File: config.mk
export PLATFORM = sky130hd
export DESIGN_NAME = zxs_phase_counter
export DESIGN_NICKNAME = d
export VERILOG_FILES = /design/src/rtl/zxs_pkg.sv /design/src/rtl/zxs_rx_qual.sv /design/src/rtl/zxs_zero_cross.sv /design/src/rtl/zxs_phase_counter.sv
export SDC_FILE = /design/constraint.sdc
export NUM_CORES = 1
export LEC_CHECK = 0
export BUFFER_PORTS_ARGS = -buffer_cell sky130_fd_sc_hd__buf_2
export CORE_MARGIN = 5
export CORE_UTILIZATION = 51
export DETAILED_ROUTE_END_ITERATION = 8
export PLACE_DENSITY = 0.81
export SLEW_MARGIN = 20
export SYNTH_ARGS = -nofsm -noshare
export SYNTH_HDL_FRONTEND = slang
export SYNTH_HIERARCHICAL = 1
export SYNTH_SLANG_ARGS = --single-unit
File: constraint.sdc
create_clock -name clk -period 3.27 [get_ports clk]
set_clock_uncertainty 0.1 [all_clocks]
set_input_delay 0.654 -clock clk [delete_from_list [all_inputs] [get_ports clk]]
set_output_delay 0.654 -clock clk [all_outputs]
set_load 0.005 [all_outputs]
File: src/rtl/zxs_pkg.sv
package zxs_pkg;
    localparam int RES_W = 7;
    localparam logic [4:0] ARM_KEY = 5'b10110;
    localparam int KEY_LSB  = 8;
    localparam int DONE_BIT = 15;
    localparam int DIR_BIT  = 14;

    typedef enum logic [2:0] {
        ST_IDLE,
        ST_ARMED,
        ST_QUAL,
        ST_COUNT,
        ST_DONE
    } zxs_state_e;

    typedef struct packed {
        zxs_state_e       st;
        logic             done;
        logic             dir;
        logic [RES_W-1:0] cnt;
    } zxs_ctrl_t;
endpackage

File: src/rtl/zxs_rx_qual.sv
module zxs_rx_qual #(
    parameter int LOW_CYCLES = 100
) (
    input  logic clk,
    input  logic rst_n,
    input  logic rx_i,
    output logic fall_o,
    output logic rise_o,
    output logic low_o,
    output logic qual_o
);
    localparam int LCW = $clog2(LOW_CYCLES + 1);

    typedef struct packed {
        logic           s1;
        logic           s2;
        logic           prev;
        logic [LCW-1:0] low_cnt;
    } rxq_t;

    rxq_t r_d, r_q;

    always_comb begin
        r_d      = r_q;
        r_d.s1   = rx_i;
        r_d.s2   = r_q.s1;
        r_d.prev = r_q.s2;
        if (r_q.s2) begin
            r_d.low_cnt = '0;
        end else if (r_q.low_cnt != LCW'(LOW_CYCLES)) begin
            r_d.low_cnt = r_q.low_cnt + 1'b1;
        end
    end

    always_ff @(posedge clk or negedge rst_n) begin
        if (!rst_n) begin
            r_q <= '{s1: 1'b1, s2: 1'b1, prev: 1'b1, low_cnt: '0};
        end else begin
            r_q <= r_d;
        end
    end

    assign low_o  = ~r_q.s2;
    assign fall_o = r_q.prev & ~r_q.s2;
    assign rise_o = ~r_q.prev & r_q.s2;
    assign qual_o = ~r_q.s2 && (r_q.low_cnt == LCW'(LOW_CYCLES - 1));


    qual_needs_low_run_chk: assert property (@(posedge clk) disable iff (!rst_n)
        qual_o |-> (low_o && $past(low_o)));


    fall_then_low_chk: assert property (@(posedge clk) disable iff (!rst_n)
        fall_o |=> (!rise_o));
endmodule

File: src/rtl/zxs_zero_cross.sv
module zxs_zero_cross #(
    parameter int SAMPLE_W = 24
) (
    input  logic                clk,
    input  logic                rst_n,
    input  logic                vld_i,
    input  logic [SAMPLE_W-1:0] smp_i,
    input  logic [SAMPLE_W-1:0] level_i,
    output logic                up_o,
    output logic                down_o
);
    typedef struct packed {
        logic valid;
        logic neg;
    } zc_t;

    zc_t r_d, r_q;

    logic                neg;
    logic [SAMPLE_W-1:0] mag;
    logic                big;

    always_comb begin
        neg    = smp_i[SAMPLE_W-1];
        mag    = neg ? (~smp_i + 1'b1) : smp_i;
        big    = vld_i && (mag >= level_i);
        up_o   = big && r_q.valid && r_q.neg && !neg;
        down_o = big && r_q.valid && !r_q.neg && neg;
        r_d    = r_q;
        if (big) begin
            r_d.valid = 1'b1;
            r_d.neg   = neg;
        end
    end

    always_ff @(posedge clk or negedge rst_n) begin
        if (!rst_n) begin
            r_q <= '0;
        end else begin
            r_q <= r_d;
        end
    end


    up_sets_positive_chk: assert property (@(posedge clk) disable iff (!rst_n)
        up_o |=> (r_q.valid && !r_q.neg));


    down_sets_negative_chk: assert property (@(posedge clk) disable iff (!rst_n)
        down_o |=> (r_q.valid && r_q.neg));


    single_direction_chk: assert property (@(posedge clk) disable iff (!rst_n)
        !(up_o && down_o));
endmodule

File: src/rtl/zxs_phase_counter.sv
module zxs_phase_counter
    import zxs_pkg::*;
#(
    parameter int SAMPLE_W    = 24,
    parameter int CLK_FREQ_HZ = 200_000_000,
    parameter int MIN_LOW_NS  = 500
) (
    input  logic                clk,
    input  logic                rst_n,
    input  logic                wr_en,
    input  logic [15:0]         wr_data,
    output logic [15:0]         rd_data,
    input  logic                smp_vld,
    input  logic [SAMPLE_W-1:0] smp_data,
    input  logic [SAMPLE_W-1:0] zx_level,
    input  logic                rx_in
);
    localparam int CLK_MHZ    = CLK_FREQ_HZ / 1_000_000;
    localparam int LOW_RAW    = (CLK_MHZ * MIN_LOW_NS + 999) / 1000;
    localparam int LOW_CYCLES = (LOW_RAW < 2) ? 2 : LOW_RAW;
    localparam logic [RES_W-1:0] CNT_MAX = '1;

    logic rx_fall, rx_rise, rx_low, rx_qual;
    logic zc_up, zc_down;

    zxs_rx_qual #(.LOW_CYCLES(LOW_CYCLES)) u_rx_qual (
        .clk    (clk),
        .rst_n  (rst_n),
        .rx_i   (rx_in),
        .fall_o (rx_fall),
        .rise_o (rx_rise),
        .low_o  (rx_low),
        .qual_o (rx_qual)
    );

    zxs_zero_cross #(.SAMPLE_W(SAMPLE_W)) u_zero_cross (
        .clk     (clk),
        .rst_n   (rst_n),
        .vld_i   (smp_vld),
        .smp_i   (smp_data),
        .level_i (zx_level),
        .up_o    (zc_up),
        .down_o  (zc_down)
    );

    zxs_ctrl_t r_d, r_q;
    logic             key_wr;
    logic             stop_hit;
    logic [RES_W-1:0] cnt_inc;
    logic             wr_unused;

    assign wr_unused = ^{wr_data[13], wr_data[7:0], rx_low};

    always_comb begin
        key_wr   = wr_en && (wr_data[KEY_LSB +: 5] == ARM_KEY) && !wr_data[DONE_BIT];
        stop_hit = r_q.dir ? zc_down : zc_up;
        cnt_inc  = (r_q.cnt == CNT_MAX) ? r_q.cnt : r_q.cnt + 1'b1;
        r_d      = r_q;
        if (key_wr) begin
            r_d.st   = ST_ARMED;
            r_d.cnt  = '0;
            r_d.done = 1'b0;
            r_d.dir  = wr_data[DIR_BIT];
        end else begin
            unique case (r_q.st)
                ST_ARMED: begin
                    if (rx_fall) r_d.st = ST_QUAL;
                end
                ST_QUAL: begin
                    if (rx_rise) begin
                        r_d.st  = ST_ARMED;
                        r_d.cnt = '0;
                    end else begin
                        if (smp_vld) r_d.cnt = cnt_inc;
                        if (rx_qual) r_d.st  = ST_COUNT;
                    end
                end
                ST_COUNT: begin
                    if (smp_vld) r_d.cnt = cnt_inc;
                    if (stop_hit) begin
                        r_d.st   = ST_DONE;
                        r_d.done = 1'b1;
                    end
                end
                default: ;
            endcase
        end
    end

    always_ff @(posedge clk or negedge rst_n) begin
        if (!rst_n) begin
            r_q <= '{st: ST_IDLE, done: 1'b0, dir: 1'b0, cnt: '0};
        end else begin
            r_q <= r_d;
        end
    end

    assign rd_data = {r_q.done, r_q.dir, 7'b0, r_q.cnt};


    arm_on_key_chk: assert property (@(posedge clk) disable iff (!rst_n)
        key_wr |=> (r_q.st == ST_ARMED && !r_q.done && r_q.cnt == '0));


    done_hold_chk: assert property (@(posedge clk) disable iff (!rst_n)
        (r_q.st == ST_DONE && !key_wr) |=> (r_q.st == ST_DONE && r_q.done && $stable(r_q.cnt)));


    no_wrap_chk: assert property (@(posedge clk) disable iff (!rst_n)
        (r_q.cnt == CNT_MAX && r_q.st != ST_QUAL && !key_wr) |=> (r_q.cnt == CNT_MAX));


    done_from_count_chk: assert property (@(posedge clk) disable iff (!rst_n)
        $rose(r_q.done) |-> ($past(r_q.st) == ST_COUNT && $past(smp_vld)));


    short_pulse_abort_chk: assert property (@(posedge clk) disable iff (!rst_n)
        (r_q.st == ST_QUAL && rx_rise && !key_wr) |=> (r_q.st == ST_ARMED && r_q.cnt == '0));


    armed_no_count_chk: assert property (@(posedge clk) disable iff (!rst_n)
        (r_q.st == ST_ARMED && !key_wr) |=> (r_q.cnt == '0));
endmodule

* Word level (Yosys, flattened, before mapping)
Cells that the tools add are included.
** Storage, ports and cells
- Register bits :: 24
- Input port bits :: 69
- Output and inout port bits :: 16
- Logic and storage cells :: 64
** Cells by class
- Add/sub/neg operators :: 3
- $lt $le $gt $ge :: 1
- Eq/ne operators :: 10
- Muxes and demuxes :: 16
- Bitwise logic cells :: 5
- Reduce and logical (&&, ||, !) cells :: 19
** Operator list (number)
- $mux W7 :: 6
- $add A24 B1 Y24 const B :: 1
- $ge A24 B24 Y1 :: 1
- $mux W24 :: 1
- $not A24 Y24 :: 1
- $add A7 B1 Y7 const B :: 2
- $eq A7 B7 Y1 const B :: 2
- $pmux W7 S2 :: 1
- $logic_and A1 B1 Y1 :: 9
- $mux W3 :: 3
- $pmux W3 S3 :: 1
- $mux W4 :: 2
- $ne A7 B7 Y1 const B :: 1
- $eq A3 B2 Y1 const B :: 2
- $ne A3 B3 Y1 const B :: 2
- $reduce_bool A2 Y1 :: 3
- $eq A5 B5 Y1 const B :: 1
- $ne A4 B4 Y1 const B :: 1
- $reduce_and A4 Y1 :: 1
- $reduce_bool A4 Y1 :: 1
- $eq A3 B1 Y1 const B :: 1
- $logic_not A1 Y1 :: 3
- $reduce_bool A3 Y1 :: 1
- $and A1 B1 Y1 :: 2
- 3 further kinds :: 5

* Logic depth before layout (Yosys ltp)
Gate-level depths: netlist (run 1).
- Depth in word-level cells :: 12
- Mapped depth :: 18
- Gate-level depth less buffers :: 18

* Modules after synthesis
The synthesis (run 1) kept the hierarchy.
** Modules (own cells, without submodules)
- zxs_zero_cross :: times used 1, cells each 163, area an instance 1202.4 um2, seq. area each 50.0 um2
- zxs_phase_counter :: times used 1, cells each 93, area an instance 813.3 um2, seq. area each 300.3 um2
- zxs_rx_qual :: times used 1, cells each 47, area an instance 476.7 um2, seq. area each 254.0 um2

* Worst setup path after synthesis (run 1)
No wires, ideal clock.
- Kind :: input -> register
- Start :: input port smp_data[9]
- End :: register r_q[9] (netlist name)
- Setup time :: 135 ps
- Arrival :: 3707 ps
- Required time :: 3035 ps
- Slack :: -672 ps
- Stages on the path :: 16
- Path buffers :: 0
- Cells stage by stage :: or4_1 or2_1 nand2b_4 o31ai_4 xnor2_1 ha_1 nand4_1 nor4_1 nand2_1 o21ai_0 nor2_1 nor4b_1 mux2_2 mux2i_1 o21ai_1 o311ai_1
** RTL lines
- start: declaration :: line zxs_phase_counter.sv:14 : input logic [SAMPLE_W-1:0] smp_data,

==> run_results.csv, run 1 <==
group,metric,value,unit
status,status,"finished, violations left",
status,failed_checks,"setup timing",
global_route,grt_pass1_vias,2556,
placed_design,final_replace_weighted_congestion,0.875,
worst_setup_path,crit_path_end_kind,"flop",
power,power.density_cell_area,350,nW/µm²
timing,slew_headroom,65.3,%
drt,route.detailed.drc,0,
layout,commonest_non_fill_non_tap_cell_in_the_layout,"sky130_fd_sc_hd__buf_2",
global_route,antenna_violations_before_repair,0,
floorplan,floorplan.die_area,6380,µm²
logic_synthesis,synth-seq-area-share,24.2,%
power,ir_worst_vdd,0.163,mV
timing,timing.final.hold_violations,0,
timing,final_min_period_over_clock_period,120,%
floorplan,core_area,4720,µm²
floorplan,initial_core_utilization,52.8,%
power,p_switching,0.399,mW
power,power.clock.fraction,22.7,%
drt,vias,2479,
drt,drt_pre_antenna_iters,4,
power,power.switching_fraction,34.7,%
power,leakagePower,1.63,nW
worst_setup_path,start_kind,"input port",
timing,worst_pin_slew,0.521,ns
worst_setup_path,reg2reg_slack,1.50,ns
timing,fin_setup_tns,-2.56,ns
power,share_comb_of_total_power,40.3,%
placed_design,placement.cell_area,3100,µm²
logic_synthesis,ys_seq_elements,24,
floorplan,die_x,79.9,µm
drt,drt.antenna.violating_nets,0,
timing,grt_setup_unrepaired,"yes",
floorplan,floorplan.io_pins,85,
clock_network,h-tree-depth,1,
worst_setup_path,highest_net_fanout_along_the_worst_path,4,
logic_synthesis,async_reset_ff_share,100,%
floorplan,fp-row-count,25,
run,max_cap_viol_count,0,
logic_synthesis,ys.flop_type,"sky130_fd_sc_hd__dfrtp_1",
layout,finalNetCount,497,
global_route,grt_pass1_wl,10300,µm
drt,first_iter_violations,68,
logic_synthesis,synthesis.area_per_instance,8.23,µm²
global_route,track_usage,19.5,%
logic_synthesis,yosys.cell_types.count,57,
power,seq_power_share,37.0,%
worst_setup_path,regToRegStartpoint,"u_rx_qual/r_d[7]$_DFF_PN1_",
worst_setup_path,r2r_cells,6,
logic_synthesis,post_synth_inst_count,303,
logic_synthesis,synth_edf_count,0,
timing,finalSetupViolations,6,
drt,drt-wirelength-per-cell,12.8,µm
placed_design,dp_hpwl,4950,µm
clock_network,clk_pin_slew,0.09,ns
drt,routed_via_density,5.32,
layout,antenna_cells_inserted,0,
timing,achievable-frequency,0.256,GHz
global_route,grt_overflow_total,0,
clock_network,clock-root-buffer,"sky130_fd_sc_hd__clkbuf_8",
layout,mostFrequentLayoutCells,"64 x sky130_fd_sc_hd__buf_2, 38 x sky130_fd_sc_hd__buf_4, 31 x sky130_fd_sc_hd__nand2_1",
logic_synthesis,number_of_warning_messages_in_the_yosys_log,6,
drt,routed_wl,5980,µm
clock_network,cts_sinks,24,
floorplan,fp.dieH,79.9,µm
timing,layout_min_cycle_time,3.91,ns
worst_setup_path,worstSetupPathType,"input port to flop",
clock_network,insertion_delay,0.27,ns
timing,post-route-worst-setup-slack,-0.643,ns
power,intPower,0.751,mW
worst_setup_path,timing.critical_path.arrival,3.96,ns
clock_network,tritoncts,"yes",
worst_setup_path,r2r-end,"rd_data[1]$_DFFE_PN0P_",
clock_network,cts_buffer_depth,2,
layout,finish.instance_area,3290,µm²
min_path,path_type_of_the_worst_min_delay_path,"input port to async pin",
layout,drive_above_1_share,35.6,%
layout,syn_to_final_growth,31.8,%
timing,hold-worst-slack,0.246,ns
global_route,grt_max_degree,25,
worst_setup_path,timing.critical_path.required,3.32,ns
placed_design,portBuffers,68,
clock_network,clock_buffer_count_from_cts,3,
logic_synthesis,synth_area,2490,µm²
timing,final-max-slew-violation-count,0,
-- power by group through the flow --
stage               clock, mW  sequential, mW  combinational, mW
finish                  0.261           0.426              0.464
global route            0.278           0.440              0.525
CTS                     0.266           0.423              0.453
detailed placement          0           0.428              0.441
global placement            0           0.426              0.423
floorplan                   0           0.409              0.311
-- final cells by class --
| type | instances | area, µm² |
|---|---|---|
| sequential | 24 | 604 |
| multi-input combinational | 235 | 1750 |
| timing repair buffer | 107 | 671 |
| tap | 67 | 83.8 |
| clock inverter | 1 | 30.0 |
| clock buffer | 3 | 41.3 |
| inverter | 29 | 109 |
| fill | 368 | 1440 |
-- routing by layer --
metal	part of all wire, %	track usage [%]	vias up
li1	-	-	1235
met1	41	21.8	1144
met4	3.5	8.78	0
met3	6.1	2.82	21
met5	0	0	-
met2	50	36.2	79
-- cell usage after synthesis, drive strengths merged, types with 4 or more instances --
library cell,count,area [µm²]
nand3,7,35.0
nor2,21,78.8
o21ai,22,110
o31ai,8,101
buf,17,124
a21oi,20,100
nand4,5,31.3
xnor2,21,184
inv,29,109
ha,28,350
nand2b,7,58.8
nor4,4,31.3
nand2,31,116
dfrtp,21,526
clkbuf,4,15.0
or3,7,48.8
-- cells by family (layout without fill, tap and decap cells) --
group / after synthesis / after routing / synth area share, %
xor+xnor: 22 / 22 / 7.73
flops: 24 / 24 / 24.2
simple gates: 107 / 107 / 23.9
mux: 5 / 5 / 2.26
fa+ha+maj: 28 / 28 / 14.1
compound gates: 66 / 66 / 17.7
buf+inv: 50 / 140 / 9.94
other cells: 1 / 7 / 0.150
-- repair_timing --
action	CTS	global route
hold buffers	0	0
setup endpoints to repair	5	6
setup buffers	2	1
gates resized for setup	9	13
pin swaps	7	8
hold endpoints to repair	0	0
-- worst max path at each step --
| stage | startpoint | to | slack [ns] | depth (start not counted) |
|---|---|---|---|---|
| 3_5_place_dp | smp_data[5] | r_q[10]$_DFFE_PN0P_ | -0.96 | 17 |
| 5_1_grt | smp_data[8] | r_q[9]$_DFFE_PN0P_ | -0.83 | 18 |
| 6_report | smp_data[8] | r_q[9]$_DFFE_PN0P_ | -0.64 | 18 |
| 3_3_place_gp | smp_data[5] | r_q[10]$_DFFE_PN0P_ | -0.82 | 17 |
| 4_1_cts | smp_data[8] | r_q[10]$_DFFE_PN0P_ | -0.55 | 17 |
| 2_1_floorplan | smp_data[9] | r_q[11]$_DFFE_PN0P_ | -0.53 | 16 |
-- metrics by stage --
stage	total power [mW]	instances	worst slack (ns)	utilization (%)
after floorplan	0.720	309	-0.527	-
after global placement	0.849	459	-0.819	65.7
after detailed placement	0.869	459	-0.960	65.7
after CTS	1.14	465	-0.555	68.4
after global routing	1.24	466	-0.831	69.6
final	1.15	466	-0.643	69.6
-- critical path, cell delays in order --
cell and delay (ns):
sky130_fd_sc_hd__buf_6 0.09, sky130_fd_sc_hd__or4_4 0.52, sky130_fd_sc_hd__or2_4 0.28, sky130_fd_sc_hd__nand2b_4 0.18
sky130_fd_sc_hd__o31ai_4 0.25, sky130_fd_sc_hd__xnor2_1 0.10, sky130_fd_sc_hd__ha_1 0.30, sky130_fd_sc_hd__nand4_1 0.15
sky130_fd_sc_hd__buf_4 0.18, sky130_fd_sc_hd__buf_4 0.13, sky130_fd_sc_hd__buf_4 0.12, sky130_fd_sc_hd__nor2_2 0.13
sky130_fd_sc_hd__nor2_2 0.06, sky130_fd_sc_hd__nor4b_2 0.26, sky130_fd_sc_hd__mux2_4 0.24, sky130_fd_sc_hd__mux2i_1 0.08
sky130_fd_sc_hd__o21ai_1 0.12, sky130_fd_sc_hd__o311ai_1 0.11
-- flip-flops by register name, summed over array words and instances, names as in the netlist --
name,flops
u_rx_qual/r_d,2
rd_data,9
u_rx_qual/r_q,8
u_zero_cross/r_q,2
r_q,3
Power figures use the tool's default switching activity.
==> inputs of run 2 (changes only) <==
--- a/config.mk
+++ b/config.mk
@@ -6,9 +6,11 @@
 export NUM_CORES = 1
 export LEC_CHECK = 0
 export BUFFER_PORTS_ARGS = -buffer_cell sky130_fd_sc_hd__buf_2
+export CORE_ASPECT_RATIO = 1.4
 export CORE_MARGIN = 5
 export CORE_UTILIZATION = 51
 export DETAILED_ROUTE_END_ITERATION = 8
+export GPL_TIMING_DRIVEN = 0
 export PLACE_DENSITY = 0.81
 export SLEW_MARGIN = 20
 export SYNTH_ARGS = -nofsm -noshare
==> run 2 against run 1 <==
Clock power is 25% lower. Die area up 0.31%. Sequential cell count stayed put. Critical endpoint unchanged. Sequential share of layout area is 1.0 points higher. Cell count shrank 3.6%. Routed wire length fell by 7.8%. The run still ends with setup timing left. Clock-buffer cell count up 1. First-iteration DRC count up 120%. Maximum frequency grew 1.3%. Worst hold slack better by 0.0040 ns. Power shrank 6.9%. Critical path depth fell by 1.
==> run_results.csv, run 2 (same netlist as run 1, synthesis figures left out) <==
group,metric,value,unit
worst_setup_path,start_kind,"input port",
clock_network,insertion_delay,0.26,ns
clock_network,cts_buffer_depth,2,
min_path,path_type_of_the_worst_min_delay_path,"input port to async pin",
floorplan,floorplan.die_area,6400,µm²
placed_design,dp_hpwl,4520,µm
global_route,grt_pass1_wl,9490,µm
clock_network,clock_buffer_count_from_cts,3,
floorplan,floorplan.io_pins,85,
global_route,grt_max_degree,25,
worst_setup_path,timing.critical_path.arrival,3.90,ns
layout,largest_register_ff_count,9,
timing,achievable-frequency,0.259,GHz
drt,vias,2351,
clock_network,tritoncts,"yes",
run,max_cap_viol_count,0,
timing,worst_pin_slew,0.649,ns
clock_network,cts_sinks,24,
layout,antenna_cells_inserted,0,
status,failed_checks,"setup timing",
drt,drt-wirelength-per-cell,12.3,µm
placed_design,portBuffers,67,
drt,drt_pre_antenna_iters,4,
timing,post-route-worst-setup-slack,-0.592,ns
global_route,grt_pass1_vias,2324,
placed_design,final_replace_weighted_congestion,0.841,
worst_setup_path,crit_path_end_kind,"flop",
layout,finish.utilization,64.8,%
placed_design,place_ws,-0.982,ns
worst_setup_path,highest_net_fanout_along_the_worst_path,4,
worst_setup_path,regToRegStartpoint,"u_rx_qual/r_d[7]$_DFF_PN1_",
drt,drt.antenna.violating_nets,0,
clock_network,cts_hold_repair.buffers,0,
timing,timing.final.hold_violations,0,
power,ir_worst_vdd,0.155,mV
drt,route.detailed.drc,0,
floorplan,fp.dieH,92.7,µm
timing,layout_min_cycle_time,3.86,ns
status,status,"finished, violations left",
worst_setup_path,reg2reg_slack,1.25,ns
layout,syn_to_final_growth,24.9,%
layout,drive_above_1_share,30.9,%
drt,first_iter_violations,147,
global_route,antenna_violations_before_repair,0,
layout,finalNetCount,483,
global_route,track_usage,17.4,%
power,leakagePower,1.54,nW
drt,routed_wl,5510,µm
worst_setup_path,timing.critical_path.required,3.31,ns
layout,commonest_non_fill_non_tap_cell_in_the_layout,"sky130_fd_sc_hd__buf_2",
power,power.density_cell_area,344,nW/µm²
timing,slew_headroom,56.8,%
layout,layoutNonFillerInstCount,449,
drt,routed_via_density,5.24,
floorplan,initial_core_utilization,51.9,%
global_route,grt_overflow_total,0,
clock_network,clock-root-buffer,"sky130_fd_sc_hd__clkbuf_8",
placed_design,placement.cell_area,2950,µm²
timing,final_min_period_over_clock_period,118,%
timing,final-max-slew-violation-count,0,
clock_network,h-tree-depth,1,
floorplan,core_area,4800,µm²
timing,finalSetupViolations,6,
timing,grt_setup_unrepaired,"yes",
floorplan,die_x,69.1,µm
worst_setup_path,startpoint,"smp_data[9]",
worst_setup_path,worstSetupPathType,"input port to flop",
placed_design,placed_cells,440,
floorplan,fp-row-count,30,
clock_network,clk_pin_slew,0.08,ns
layout,finish.instance_area,3110,µm²
layout,mostFrequentLayoutCells,"64 x sky130_fd_sc_hd__buf_2, 31 x sky130_fd_sc_hd__nand2_1, 28 x sky130_fd_sc_hd__inv_1, 28 x sky130_fd_sc_hd__ha_1",
run 2: cell types whose count changed in the layout (fill, tap and decap cells not counted), moves of 2 or more:
| cell | before | now |
|---|---|---|
| sky130_fd_sc_hd__a21oi_1 | 16 | 18 |
| sky130_fd_sc_hd__buf_4 | 38 | 21 |
| sky130_fd_sc_hd__a21oi_2 | 4 | 2 |
| sky130_fd_sc_hd__clkbuf_1 | 0 | 4 |
| sky130_fd_sc_hd__buf_6 | 4 | 2 |
run 2: metrics by stage:
| stage | hold WS (ns) | total power, mW | TNS (ns) |
|---|---|---|---|
| 2_1_floorplan | 0.245 | 0.720 | -2.05 |
| 3_3_place_gp | 0.246 | 0.849 | -4.12 |
| 3_5_place_dp | 0.258 | 0.867 | -4.49 |
| 4_1_cts | 0.267 | 1.08 | -2.39 |
| 5_1_grt | 0.268 | 1.17 | -3.27 |
| 6_report | 0.250 | 1.07 | -2.38 |
run 2: final cells by class:
class	instances	area [µm²]
buffer	21	139
timing repair buffer	72	395
clock buffer	4	55.1
multi-input combinational	235	1730
tap	64	80.1
sequential	24	604
inverter	29	109
fill	440	1690
run 2: timing repair:
action | in CTS | in global routing
setup endpoints to repair | 6 | 6
pin swaps | 4 | 13
setup buffers | 2 | 3
gates resized for setup | 8 | 10
run 2: path summary, 6_finish.rpt:
kind | depth (start not counted) | to
setup / recovery | 17 | r_q[9]$_DFFE_PN0P_
hold / removal | 1 | rd_data[6]$_DFFE_PN0P_
setup reg to reg | 7 | rd_data[1]$_DFFE_PN0P_
hold reg to reg | 0 | u_rx_qual/r_q[7]$_DFF_PN1_
max in group asynchronous | 1 | u_rx_qual/r_q[7]$_DFF_PN1_
min in group clk | 0 | u_rx_qual/r_q[7]$_DFF_PN1_
run 2: metal layers:
layer | share of wire (%) | global-route usage (%) | vias up
met4 | 1.6 | 6.19 | 0
met1 | 39 | 18.4 | 1075
li1 | - | - | 1204
met3 | 5.1 | 2.61 | 7
met5 | 0 | 0 | -
met2 | 54 | 34.2 | 65
run 2: critical path: stages:
cell and delay [ns]:
sky130_fd_sc_hd__buf_8 0.09, sky130_fd_sc_hd__or4_4 0.53, sky130_fd_sc_hd__or2_4 0.28, sky130_fd_sc_hd__nand2b_4 0.17, sky130_fd_sc_hd__o31ai_4 0.26, sky130_fd_sc_hd__xnor2_1 0.10
sky130_fd_sc_hd__ha_1 0.31, sky130_fd_sc_hd__nand4_1 0.15, sky130_fd_sc_hd__nor4_4 0.31, sky130_fd_sc_hd__nand2_1 0.10, sky130_fd_sc_hd__o21ai_2 0.15, sky130_fd_sc_hd__nor2_2 0.08
sky130_fd_sc_hd__nor4b_2 0.20, sky130_fd_sc_hd__mux2_4 0.20, sky130_fd_sc_hd__mux2i_1 0.07, sky130_fd_sc_hd__o21ai_1 0.12, sky130_fd_sc_hd__o311ai_1 0.11
run 2: where the power goes:
group          total, mW  internal [mW]  switching [mW]
Clock              0.197          0.107          0.0899
Combinational      0.449          0.235           0.215
Sequential         0.425          0.350          0.0743
